`src/rtl/ddr_lc_pkg.sv`:
```
package ddr_lc_pkg;

    // Slot sequencer states; each word occupies the four non-idle slots.
    typedef enum logic [2:0] {
        ST_IDLE,
        ST_Y_LEAD,
        ST_Y_TAIL,
        ST_C_LEAD,
        ST_C_TAIL
    } slot_e;

    // Forwarded-clock level for the slot being entered.
    function automatic logic fclk_level(slot_e s, logic ddr, logic quad);
        logic lvl;
        lvl = 1'b0;
        unique case (s)
            ST_IDLE:   lvl = 1'b0;
            ST_Y_LEAD: lvl = 1'b0;
            ST_Y_TAIL: lvl = !(ddr && quad);
            ST_C_LEAD: lvl = ddr;
            ST_C_TAIL: lvl = !(ddr && !quad);
        endcase
        return lvl;
    endfunction

endpackage

```
`src/rtl/ddr_lc_cfg.sv`:
```
module ddr_lc_cfg #(
    parameter int AW = 8,
    parameter int FINE_W = 5,
    parameter logic [AW-1:0] REG_ADDR = 8'h6C,
    localparam int REG_W = FINE_W + 1
) (
    input  logic              clk,
    input  logic              rst_n,
    input  logic              we,
    input  logic [AW-1:0]     addr,
    input  logic [REG_W-1:0]  wdata,
    output logic [REG_W-1:0]  rdata,
    output logic              quad_sel,
    output logic [FINE_W-1:0] fine_code
);

    logic [REG_W-1:0] reg_q;
    logic             hit;

    assign hit = (addr == REG_ADDR);

    always_ff @(posedge clk or negedge rst_n) begin
        if (!rst_n) begin
            reg_q <= '0;
        end else if (we && hit) begin
            reg_q <= wdata;
        end
    end

    assign rdata     = hit ? reg_q : '0;
    assign quad_sel  = reg_q[FINE_W];
    assign fine_code = reg_q[FINE_W-1:0];

endmodule

```
`src/rtl/ddr_lc_fsm.sv`:
```
module ddr_lc_fsm
    import ddr_lc_pkg::*;
(
    input  logic  clk,
    input  logic  rst_n,
    output slot_e slot_q,
    output slot_e slot_d
);

    always_ff @(posedge clk or negedge rst_n) begin
        if (!rst_n) begin
            slot_q <= ST_IDLE;
        end else begin
            slot_q <= slot_d;
        end
    end

    always_comb begin
        slot_d = ST_IDLE;
        unique case (slot_q)
            ST_IDLE:   slot_d = ST_Y_LEAD;   // start
            ST_Y_LEAD: slot_d = ST_Y_TAIL;   // luma hold
            ST_Y_TAIL: slot_d = ST_C_LEAD;   // swap to chroma
            ST_C_LEAD: slot_d = ST_C_TAIL;   // chroma hold
            ST_C_TAIL: slot_d = ST_Y_LEAD;   // word boundary
        endcase
    end

endmodule

```
`src/rtl/ddr_lc_lane.sv`:
```
module ddr_lc_lane
    import ddr_lc_pkg::*;
#(
    parameter int DW = 10,
    parameter int RATE_W = 2,
    parameter int RATE_TOP = 2,
    parameter logic [DW-1:0] BLANK_Y = 10'h040,
    parameter logic [DW-1:0] BLANK_C = 10'h200
) (
    input  logic              clk,
    input  logic              rst_n,
    input  slot_e             slot_d,
    input  logic              in_valid,
    input  logic [DW-1:0]     in_luma,
    input  logic [DW-1:0]     in_chroma,
    input  logic [RATE_W-1:0] rate_code,
    input  logic              quad_sel,
    output logic [DW-1:0]     bus_data,
    output logic              fwd_clk,
    output logic              ddr_act,
    output logic              quad_act
);

    logic          boundary;
    logic          ddr_nx;
    logic          quad_nx;
    logic [DW-1:0] chroma_q;

    assign boundary = (slot_d == ST_Y_LEAD);
    assign ddr_nx   = boundary ? (rate_code == RATE_W'(RATE_TOP)) : ddr_act;
    assign quad_nx  = boundary ? quad_sel : quad_act;

    always_ff @(posedge clk or negedge rst_n) begin
        if (!rst_n) begin
            ddr_act  <= 1'b0;
            quad_act <= 1'b0;
            fwd_clk  <= 1'b0;
            bus_data <= '0;
            chroma_q <= '0;
        end else begin
            ddr_act  <= ddr_nx;
            quad_act <= quad_nx;
            fwd_clk  <= fclk_level(slot_d, ddr_nx, quad_nx);
            unique case (slot_d)
                ST_Y_LEAD: begin
                    bus_data <= in_valid ? in_luma : BLANK_Y;
                    chroma_q <= in_valid ? in_chroma : BLANK_C;
                end
                ST_C_LEAD: bus_data <= chroma_q;
                ST_IDLE, ST_Y_TAIL, ST_C_TAIL: ;
            endcase
        end
    end

endmodule

```
`src/rtl/ddr_lc_serializer.sv`:
```
module ddr_lc_serializer
    import ddr_lc_pkg::*;
#(
    parameter int DW = 10,
    parameter int AW = 8,
    parameter int FINE_W = 5,
    parameter int RATE_W = 2,
    parameter int RATE_TOP = 2,
    parameter logic [AW-1:0] REG_ADDR = 8'h6C,
    parameter logic [DW-1:0] BLANK_Y = 10'h040,
    parameter logic [DW-1:0] BLANK_C = 10'h200,
    localparam int REG_W = FINE_W + 1
) (
    input  logic              clk,
    input  logic              rst_n,
    input  logic              in_valid,
    input  logic [DW-1:0]     in_luma,
    input  logic [DW-1:0]     in_chroma,
    input  logic [RATE_W-1:0] rate_code,
    input  logic              cfg_we,
    input  logic [AW-1:0]     cfg_addr,
    input  logic [REG_W-1:0]  cfg_wdata,
    output logic [REG_W-1:0]  cfg_rdata,
    output logic [DW-1:0]     bus_data,
    output logic              fwd_clk,
    output logic [FINE_W-1:0] dly_fine
);

    slot_e slot_q;
    slot_e slot_d;
    logic  quad_sel;
    logic  ddr_act;
    logic  quad_act;

    ddr_lc_cfg #(
        .AW(AW), .FINE_W(FINE_W), .REG_ADDR(REG_ADDR)
    ) u_cfg (
        .clk(clk), .rst_n(rst_n), .we(cfg_we), .addr(cfg_addr),
        .wdata(cfg_wdata), .rdata(cfg_rdata),
        .quad_sel(quad_sel), .fine_code(dly_fine)
    );

    ddr_lc_fsm u_fsm (
        .clk(clk), .rst_n(rst_n), .slot_q(slot_q), .slot_d(slot_d)
    );

    ddr_lc_lane #(
        .DW(DW), .RATE_W(RATE_W), .RATE_TOP(RATE_TOP),
        .BLANK_Y(BLANK_Y), .BLANK_C(BLANK_C)
    ) u_lane (
        .clk(clk), .rst_n(rst_n), .slot_d(slot_d),
        .in_valid(in_valid), .in_luma(in_luma), .in_chroma(in_chroma),
        .rate_code(rate_code), .quad_sel(quad_sel),
        .bus_data(bus_data), .fwd_clk(fwd_clk),
        .ddr_act(ddr_act), .quad_act(quad_act)
    );

endmodule

```
`config.mk`:
```
export PLATFORM = sky130hd
export DESIGN_NAME = ddr_lc_serializer
export DESIGN_NICKNAME = d
export VERILOG_FILES = /design/src/rtl/ddr_lc_pkg.sv /design/src/rtl/ddr_lc_cfg.sv /design/src/rtl/ddr_lc_fsm.sv /design/src/rtl/ddr_lc_lane.sv /design/src/rtl/ddr_lc_serializer.sv
export SDC_FILE = /design/constraint.sdc
export NUM_CORES = 1
export LEC_CHECK = 0
export BUFFER_PORTS_ARGS = -buffer_cell sky130_fd_sc_hd__clkbuf_2
export CAP_MARGIN = 0
export CORE_MARGIN = 2
export CORE_UTILIZATION = 48
export CTS_CLUSTER_SIZE = 25
export DETAILED_ROUTE_END_ITERATION = 10
export PLACE_DENSITY = 0.8
export SYNTH_ARGS = -nofsm -noshare
export SYNTH_HDL_FRONTEND = slang
export SYNTH_HIERARCHICAL = 1
export SYNTH_SLANG_ARGS = --single-unit
```
`constraint.sdc`:
```
create_clock -name clk -period 3.79 [get_ports clk]
set_clock_uncertainty 0.1 [all_clocks]
set_input_delay 0.379 -clock clk [delete_from_list [all_inputs] [get_ports clk]]
set_output_delay 0.379 -clock clk [all_outputs]
set_load 0.02 [all_outputs]
```
Word-level counts from Yosys, hierarchy flattened
Index checks and enable logic that the tools add are counted. W data, S select, Z words.

Register bits after elaboration: 32. Latch bits: 0. Bits in writable memories: 0. ROM bits: 0. Input bits: 40. Output and inout bits: 22. Word-level logic and storage cells: 36. Memories: 0.

Add/sub/neg operators: 0. $mul: 0. Divide/modulo/power cells: 0. Magnitude comparators: 0. Equality and inequality tests: 10. Shifts and indexed selects: 0. Mux-type cells: 8. Bitwise logic cells: 0. Reductions and logical operators: 11.

Operator list (number): $mux W10 (2); $pmux W10 S2 (1); $eq A3 B2 Y1 const B (4); $pmux W3 S4 (1); $eq A8 B7 Y1 const B (1); $eq A3 B1 Y1 const B (2); $eq A3 B3 Y1 const B (2); $logic_not A3 Y1 (2); $mux W6 (1); $pmux W1 S4 (1); $reduce_or A2 Y1 (2); $logic_and A1 B1 Y1 (3); $logic_not A1 Y1 (3); $eq A2 B2 Y1 const B (1); $mux W1 (2); $reduce_bool A2 Y1 (1).

Depth between registers and ports, before layout
Gate-level depths: netlist of the first run.

Depth after elaboration: 9. Mapped depth: 7. Mapped depth without buffers: 5.

Hierarchy
Netlist of the first run, hierarchy kept.

By module, submodules not included: ddr_lc_lane (times used 1, cells each 107, area each 1033.5 µm², sequential area each 575.6 µm²); ddr_lc_cfg (times used 1, cells each 25, area each 331.6 µm², sequential area each 150.1 µm²); ddr_lc_fsm (times used 1, cells each 8, area each 101.3 µm², sequential area each 75.1 µm²).

Least setup slack after synthesis of the first run
Ideal clock, no wire load.

Path type: input to output. Start point: input port cfg_addr[7]. End point: output port cfg_rdata[0]. Arrival time: 1263 ps. Required time: 3311 ps. Slack: 2048 ps. Stages on the path: 3. Path buffers: 0. Path through: nand4b_1 > nor4_1 > and2_1.

Cells in the longest elaborated chain, start to end: 2.

RTL lines: start, declared (RTL line ddr_lc_serializer.sv:21) `input logic [AW-1:0] cfg_addr,`; $eq A8 B7 Y1 (RTL line ddr_lc_cfg.sv:20) `assign hit = (addr == REG_ADDR);`; $mux W6 (RTL line ddr_lc_cfg.sv:30) `assign rdata = hit ? reg_q : '0;`; end, declared (RTL line ddr_lc_serializer.sv:23) `output logic [REG_W-1:0] cfg_rdata,`.

No other way between the ends.

Worst setup path in the final report of the first run
Start point: register u_fsm.slot_q[1]. End point: register u_lane.quad_act.

Cells in the longest elaborated chain, start to end: 5. Elaborated cells between the ends (all ways): 9. Classes of those cells: eq/ne: 5; mux: 2; reduce/logical: 2.

RTL lines: start, declared (RTL line ddr_lc_fsm.sv:6) `output slot_e slot_q,`; start signal, assigned (RTL line ddr_lc_fsm.sv:14) `slot_q <= slot_d;`; $eq A3 B3 Y1 / $logic_not A3 Y1 (equally long branches) (RTL line ddr_lc_fsm.sv:20) `unique case (slot_q)`; $reduce_or A2 Y1 (no source line); $pmux W3 S4 (*) (RTL line ddr_lc_fsm.sv:20); net slot_d[1] (RTL line ddr_lc_serializer.sv:30) `slot_e slot_d;`; $eq A3 B1 Y1 (*) (RTL line ddr_lc_lane.sv:29) `assign boundary = (slot_d == ST_Y_LEAD);`; $mux W1 (*) (RTL line ddr_lc_lane.sv:31) `assign quad_nx = boundary ? quad_sel : quad_act;`; net u_lane.quad_nx (RTL line ddr_lc_lane.sv:26) `logic quad_nx;`; end signal, assigned (RTL line ddr_lc_lane.sv:42) `quad_act <= quad_nx;`; end, declared (RTL line ddr_lc_lane.sv:21) `output logic quad_act`.

Mark *: on every way through the listed nets, which the timed path passes. The rest lies on a longest branch. A chain may end at the register's enable or synchronous reset.

==> run_results.csv, run 1 <==
group,metric,value,unit
clocking,cts_buffer_depth,2,
finish,finish.utilization,61.0,%
drt,via_per_inst,4.96,
grt,grt_max_degree,33,
status,status,"finished clean",
power_and_ir_drop,pwr_density_cell,351,mW/mm^2
die,io_pins,62,
finish,areaGrowthSynthToFinish,23.9,%
drt,first_pass_iters,4,
die,fp.dieArea,0.00351,mm^2
drt,drt_iter0_drc,17,
synth,yosys.cell_types.count,25,
finish,fin_cells,233,
critical_path,startpoint,"u_fsm/slot_q[1]",
sta,fin_crit,2160,ps
critical_path,critical_path_class,"register to register",
power_and_ir_drop,p_leak,0.982,nW
finish,final_area,0.00182,mm^2
placement,gp_congestion,0.720,
clocking,cts_buffers,5,
run,maxCapViolCount,0,
synth,ys_ff_latch,32,
synth,yosysWarnings,6,
critical_path,critPathLaunchType,"register",
placement,port_buffers,61,
sta,setup_viol_count_final,0,
clocking,postCtsSetupBuffers,0,
clocking,clkLatencyLatePin,320,ps
critical_path,cp-end-kind,"register",
clocking,cts-root-buf,"clkbuf_4",
placement,hpwlAfterDp,2.19,mm
grt,first_global_vias,1095,
grt,gr-total-overflow,0,
sta,max_freq,463,MHz
finish,nNetsFinal,239,
drt,ant_nets,0,
sta,drv_slew,0,
synth,ys_seq_area_share,54.6,%
sta,rsz0062_at_grt,"false",
critical_path,crit_fanout,23,
clocking,clk_pin_slew,90,ps
drt,num_vias,1155,
synth,netlist_instances,140,
placement,placed_area,0.00176,mm^2
critical_path,r2r_start,"u_fsm/slot_q[1]",
sta,post-route-period-util,57.0,%
sta,worst_pin_slew,775,ps
sta,max_slew_margin,48.3,%
placement,dp.cells,225,
critical_path,r2r-end,"u_lane/quad_act",
drt,route.detailed.drc,0,
clocking,cts-htree-levels,2,
finish,drive_above_1_share,40.0,%
die,die_width,59.3,um
critical_path,cp-endpoint,"u_lane/quad_act",
critical_path,crit_required,3900,ps
clocking,cts_resized,0,
synth,syn-num-nets,180,
die,num_rows,20,
synth,syn_area,0.00147,mm^2
clocking,cts_tree,"done",
synth,post_synth.cell_area_avg,10.5,um^2
die,die_y,59.3,um
grt,grtUsageTotal,18.3,%
die,core_area,0.00298,mm^2
hold_path,hold_path_class,"input pin to async pin",
critical_path,reg2reg_slack,1630,ps
sta,tns,0,ps
grt,grt_pass1_wl,4.55,mm
grt,antenna_found_initial,0,
sta,whs,2.47,ps
clocking,holdBufCountCts,0,
finish,antennaDiodeCount,0,
clocking,cts_sinks,32,
sta,final-hold-violation-count,0,
critical_path,worstPathArrival,2270,ps
drt,routedWlPerCell,12.1,um
drt,drt-total-wl,2.83,mm
die,start_util,49.2,%
power_and_ir_drop,peakVddDrop,159,uV
critical_path,reg2reg_depth,4,
## worst min path at each step
| stage | endpoint | slack (ps) | startpoint | cells past startpoint |
|---|---|---|---|---|
| 2_1_floorplan | u_cfg/reg_q[0] | -20 | rst_n | 0 |
| 3_3_place_gp | u_lane/bus_data[5] | 360 | u_lane/bus_data[5] | 2 |
| 3_5_place_dp | u_lane/bus_data[8] | 370 | u_lane/bus_data[8] | 2 |
| 4_1_cts | u_lane/bus_data[8] | 10 | rst_n | 1 |
| 5_1_grt | u_lane/bus_data[8] | 40 | rst_n | 1 |
| 6_report | u_lane/bus_data[8] | 2 | rst_n | 1 |
## critical path, cell delays in order, from the launching register on
cell,delay (ps)
dfrtp_1,370
nor2_1,50
o21ba_1,480
or3b_1,690
mux2_4,350
## synthesized netlist by cell type
library cell / instances / area [um^2]
a21oi_1: 1 / 5.00
a22oi_1: 8 / 60.1
a31oi_1: 2 / 12.5
and2_1: 7 / 43.8
buf_2: 2 / 10.0
buf_4: 1 / 7.51
buf_6: 2 / 22.5
clkbuf_1: 4 / 15.0
dfrtp_1: 32 / 801
inv_1: 3 / 11.3
mux2_4: 7 / 105
nand2_1: 31 / 116
nand2b_1: 5 / 31.3
nand4b_1: 2 / 17.5
nor2_1: 3 / 11.3
nor2b_1: 2 / 12.5
nor3b_1: 1 / 7.51
nor4_1: 1 / 6.26
o21ai_0: 12 / 60.1
o21ai_1: 5 / 25.0
o21ai_2: 5 / 43.8
o21ba_1: 1 / 10.0
o2bb2ai_1: 1 / 8.76
or3b_1: 1 / 8.76
or4b_4: 1 / 13.8
## report_power, final
group,internal [W],total (W),switching [W],leakage (nW)
Combinational,0.0000353,0.0000733,0.0000381,0.535
Sequential,0.000356,0.000365,0.00000928,0.414
Clock,0.0000915,0.000198,0.000107,0.0326
## cell type report
cell class                      count  area, um^2
Fill cell                         282        1160
Sequential cell                    32         801
Multi-Input combinational cell     96         599
Timing Repair Buffer               61         305
Clock buffer                        8        58.8
Tap cell                           33        41.3
Inverter                            3        11.3
## through the flow
step	setup slack [ps]	total power, W
floorplan	2050	0.000406
global placement	1690	0.000444
detailed placement	1590	0.000447
CTS	1590	0.000648
global route	1450	0.000674
finish	1630	0.000637
## kinds of logic after synthesis
logic type	Yosys count	share of synthesized area, %
AO/OA/AOI/OAI	35	15.4
AND/OR/NAND/NOR	54	18.3
buffers and inverters	12	4.52
multiplexers	7	7.17
flip-flops	32	54.6
## state kept, by name, indices dropped and copies added, names as in the netlist
register	cells
u_lane/ddr_act	1
u_fsm/slot_q	3
u_lane/quad_act	1
u_lane/fwd_clk	1
u_lane/bus_data	10
u_lane/chroma_q	10
u_cfg/reg_q	6
## cell usage in the layout, fill, tap and decap left out
cell type / count
nor3b_1: 1
o21ai_2: 5
nor2_1: 3
clkbuf_2: 61
nor4_1: 1
nand2b_1: 5
clkbuf_1: 2
and2_1: 7
dfrtp_1: 32
a21oi_1: 1
o21ai_0: 12
clkbuf_4: 5
mux2_4: 7
nand4b_1: 2
or4b_4: 1
o21ba_1: 1
inv_1: 3
nand2_1: 31
clkbuf_8: 1
o2bb2ai_1: 1
o21ai_1: 5
a31oi_1: 2
or3b_1: 1
a22oi_1: 8
nor2b_1: 2
## metal layers
| layer | share of wire, % | vias to the layer above | global-route usage, % | routed length (um) |
|---|---|---|---|---|
| met5 | 0 | - | 0 | 0 |
| met4 | 0.57 | 0 | 7.79 | 16 |
| met3 | 7.2 | 2 | 8.95 | 203 |
| met2 | 48 | 44 | 28.1 | 1360 |
| met1 | 44 | 514 | 21.8 | 1250 |
| li1 | - | 595 | - | - |
(Power assumes the default switching activity.)
==> run 2, diff against run 1 <==
--- a/config.mk
+++ b/config.mk
@@ -8,10 +8,10 @@
 export BUFFER_PORTS_ARGS = -buffer_cell sky130_fd_sc_hd__clkbuf_2
 export CAP_MARGIN = 0
 export CORE_MARGIN = 2
-export CORE_UTILIZATION = 48
+export CORE_UTILIZATION = 47
 export CTS_CLUSTER_SIZE = 25
 export DETAILED_ROUTE_END_ITERATION = 10
-export PLACE_DENSITY = 0.8
+export PLACE_DENSITY = 0.79
 export SYNTH_ARGS = -nofsm -noshare
 export SYNTH_HDL_FRONTEND = slang
 export SYNTH_HIERARCHICAL = 1
==> constraint.sdc (replaced) <==
create_clock -name clk -period 2.2 [get_ports clk]
set_clock_uncertainty 0.1 [all_clocks]
set_input_delay 0.22 -clock clk [delete_from_list [all_inputs] [get_ports clk]]
set_output_delay 0.22 -clock clk [all_outputs]
set_load 0.02 [all_outputs]
==> run_results.csv, run 2 (synthesis results as in run 1) <==
group,metric,value,unit
drt,top_layer,"met4",
die,num_rows,20,
critical_path,critical_path_class,"register to register",
drt,drt-met1-wl,1.21,mm
clocking,postCtsSetupBuffers,0,
finish,layout_commonest_cell,"clkbuf_2",
critical_path,critPathLaunchType,"register",
finish,areaGrowthSynthToFinish,26.7,%
run,maxCapViolCount,0,
critical_path,r2r_start,"u_fsm/slot_q[1]",
drt,drt-total-wl,2.94,mm
die,fp.dieArea,0.00358,mm^2
sta,max_freq,551,MHz
drt,routedWlPerCell,12.4,um
drt,num_vias,1220,
critical_path,r2r-end,"u_lane/bus_data[0]",
sta,drv_slew,0,
finish,layout_common_cells,"clkbuf_2, dfrtp_1, nand2_1, o21ai_0, a22oi_1",
grt,first_global_vias,1120,
grt,grt_pass1_wl,4.82,mm
clocking,cts_tree,"done",
power_and_ir_drop,peakVddDrop,369,uV
die,core_area,0.00300,mm^2
clocking,cts_sinks,32,
grt,grtUsageTotal,18.6,%
finish,top_regs,"u_lane/bus_data: 10 flops, u_lane/chroma_q: 10 flops, u_cfg/reg_q: 6 flops",
grt,antenna_found_initial,0,
hold_path,hold_depth,2,
die,io_pins,62,
grt,gr-total-overflow,0,
critical_path,cp-end-kind,"register",
critical_path,reg2reg_depth,6,
die,die_width,59.9,um
critical_path,crit_required,2340,ps
clocking,clkLatencyLatePin,330,ps
sta,final-hold-violation-count,0,
hold_path,hp-start,"cfg_wdata[5]",
sta,post-route-period-util,82.6,%
drt,wl_met2,1.46,mm
sta,setup_viol_count_final,0,
sta,fin_ws,384,ps
clocking,holdBufCountCts,2,
drt,ant_nets,0,
drt,met3_length,227,um
die,die_y,59.9,um
sta,rsz0062_at_grt,"false",
die,start_util,48.8,%
clocking,cts_buffers,5,
finish,nNetsFinal,243,
clocking,cts-htree-levels,2,
hold_path,min_to,"u_cfg/reg_q[5]",
grt,grt_max_degree,33,
clocking,cts_resized,0,
finish,drive_above_1_share,40.9,%
placement,port_buffers,61,
drt,drt_iter0_drc,38,
power_and_ir_drop,p_leak,1.00,nW
critical_path,reg2reg_slack,380,ps
placement,post-place-ws,390,ps
sta,tns,0,ps
critical_path,worstPathArrival,1960,ps
sta,fin_crit,1820,ps
critical_path,crit_fanout,13,
hold_path,hold_path_class,"input pin to register",
status,status,"finished clean",
clocking,cts-root-buf,"clkbuf_4",
drt,via_per_inst,5.17,
drt,route.detailed.drc,0,
placement,gp_congestion,0.759,
sta,worst_pin_slew,770,ps
finish,antennaDiodeCount,0,
finish,finish.utilization,61.9,%
drt,first_pass_iters,4,
clocking,clk_pin_slew,100,ps
placement,hpwlAfterDp,2.30,mm
sta,max_slew_margin,48.7,%
power_and_ir_drop,pwr_density_cell,604,mW/mm^2
clocking,cts_buffer_depth,2,
## run 2: changes by cell type in the layout (fill, tap and decap cells not counted)
cell / before / now
buf_4: 0 / 2
dlygate4sd3_1: 0 / 2
clkbuf_8: 1 / 2
clkbuf_1: 2 / 0
## run 2: cell type report
| type | count | area, um^2 |
|---|---|---|
| Sequential cell | 32 | 801 |
| Timing Repair Buffer | 65 | 340 |
| Clock buffer | 7 | 65.1 |
| Multi-Input combinational cell | 96 | 599 |
| Tap cell | 33 | 41.3 |
| Fill cell | 272 | 1140 |
| Inverter | 3 | 11.3 |
## run 2: worst max-delay path by stage
| stage | cells after the start | start | slack (ps) | to |
|---|---|---|---|---|
| floorplan | 5 | u_fsm/slot_q[1] | 580 | u_lane/quad_act |
| global placement | 6 | u_fsm/slot_q[1] | 460 | u_lane/bus_data[6] |
| detailed placement | 6 | u_fsm/slot_q[1] | 390 | u_lane/bus_data[0] |
| CTS | 6 | u_fsm/slot_q[1] | 360 | u_lane/bus_data[0] |
| global route | 6 | u_fsm/slot_q[1] | 190 | u_lane/bus_data[9] |
| finish | 6 | u_fsm/slot_q[1] | 380 | u_lane/bus_data[0] |
## run 2: where the power goes
group          total (W)  switching [W]  leakage, nW  internal [W]
Combinational   0.000130      0.0000667        0.552     0.0000632
Clock           0.000364       0.000183       0.0374      0.000181
Sequential      0.000630      0.0000162        0.414      0.000614
Total            0.00112       0.000265         1.00      0.000858
## run 2: metal layers
layer | vias to the layer above | GRT usage (%)
met5 | - | 0
met1 | 566 | 22.8
met3 | 5 | 4.55
li1 | 604 | -
met4 | 0 | 9.52
met2 | 45 | 30.3
## run 2: worst max-delay path, cell delays in order (launching register included)
cell and delay (ps):
dfrtp_1 410, nor2_1 100, o21ba_1 180, buf_4 180
nor2b_1 450, a22oi_1 130, o21ai_0 190
## run 2: per-stage QoR
step / total power (W) / cell area, um^2 / std cells / hold slack, ps
detailed placement: 0.000771 / 1770 / 227 / 233
floorplan: 0.000700 / 1470 / 140 / -176
global placement: 0.000765 / 1770 / 227 / 219
global route: 0.00117 / 1860 / 236 / 1.06
finish: 0.00112 / 1860 / 236 / 15.5
CTS: 0.00114 / 1860 / 236 / 6.19
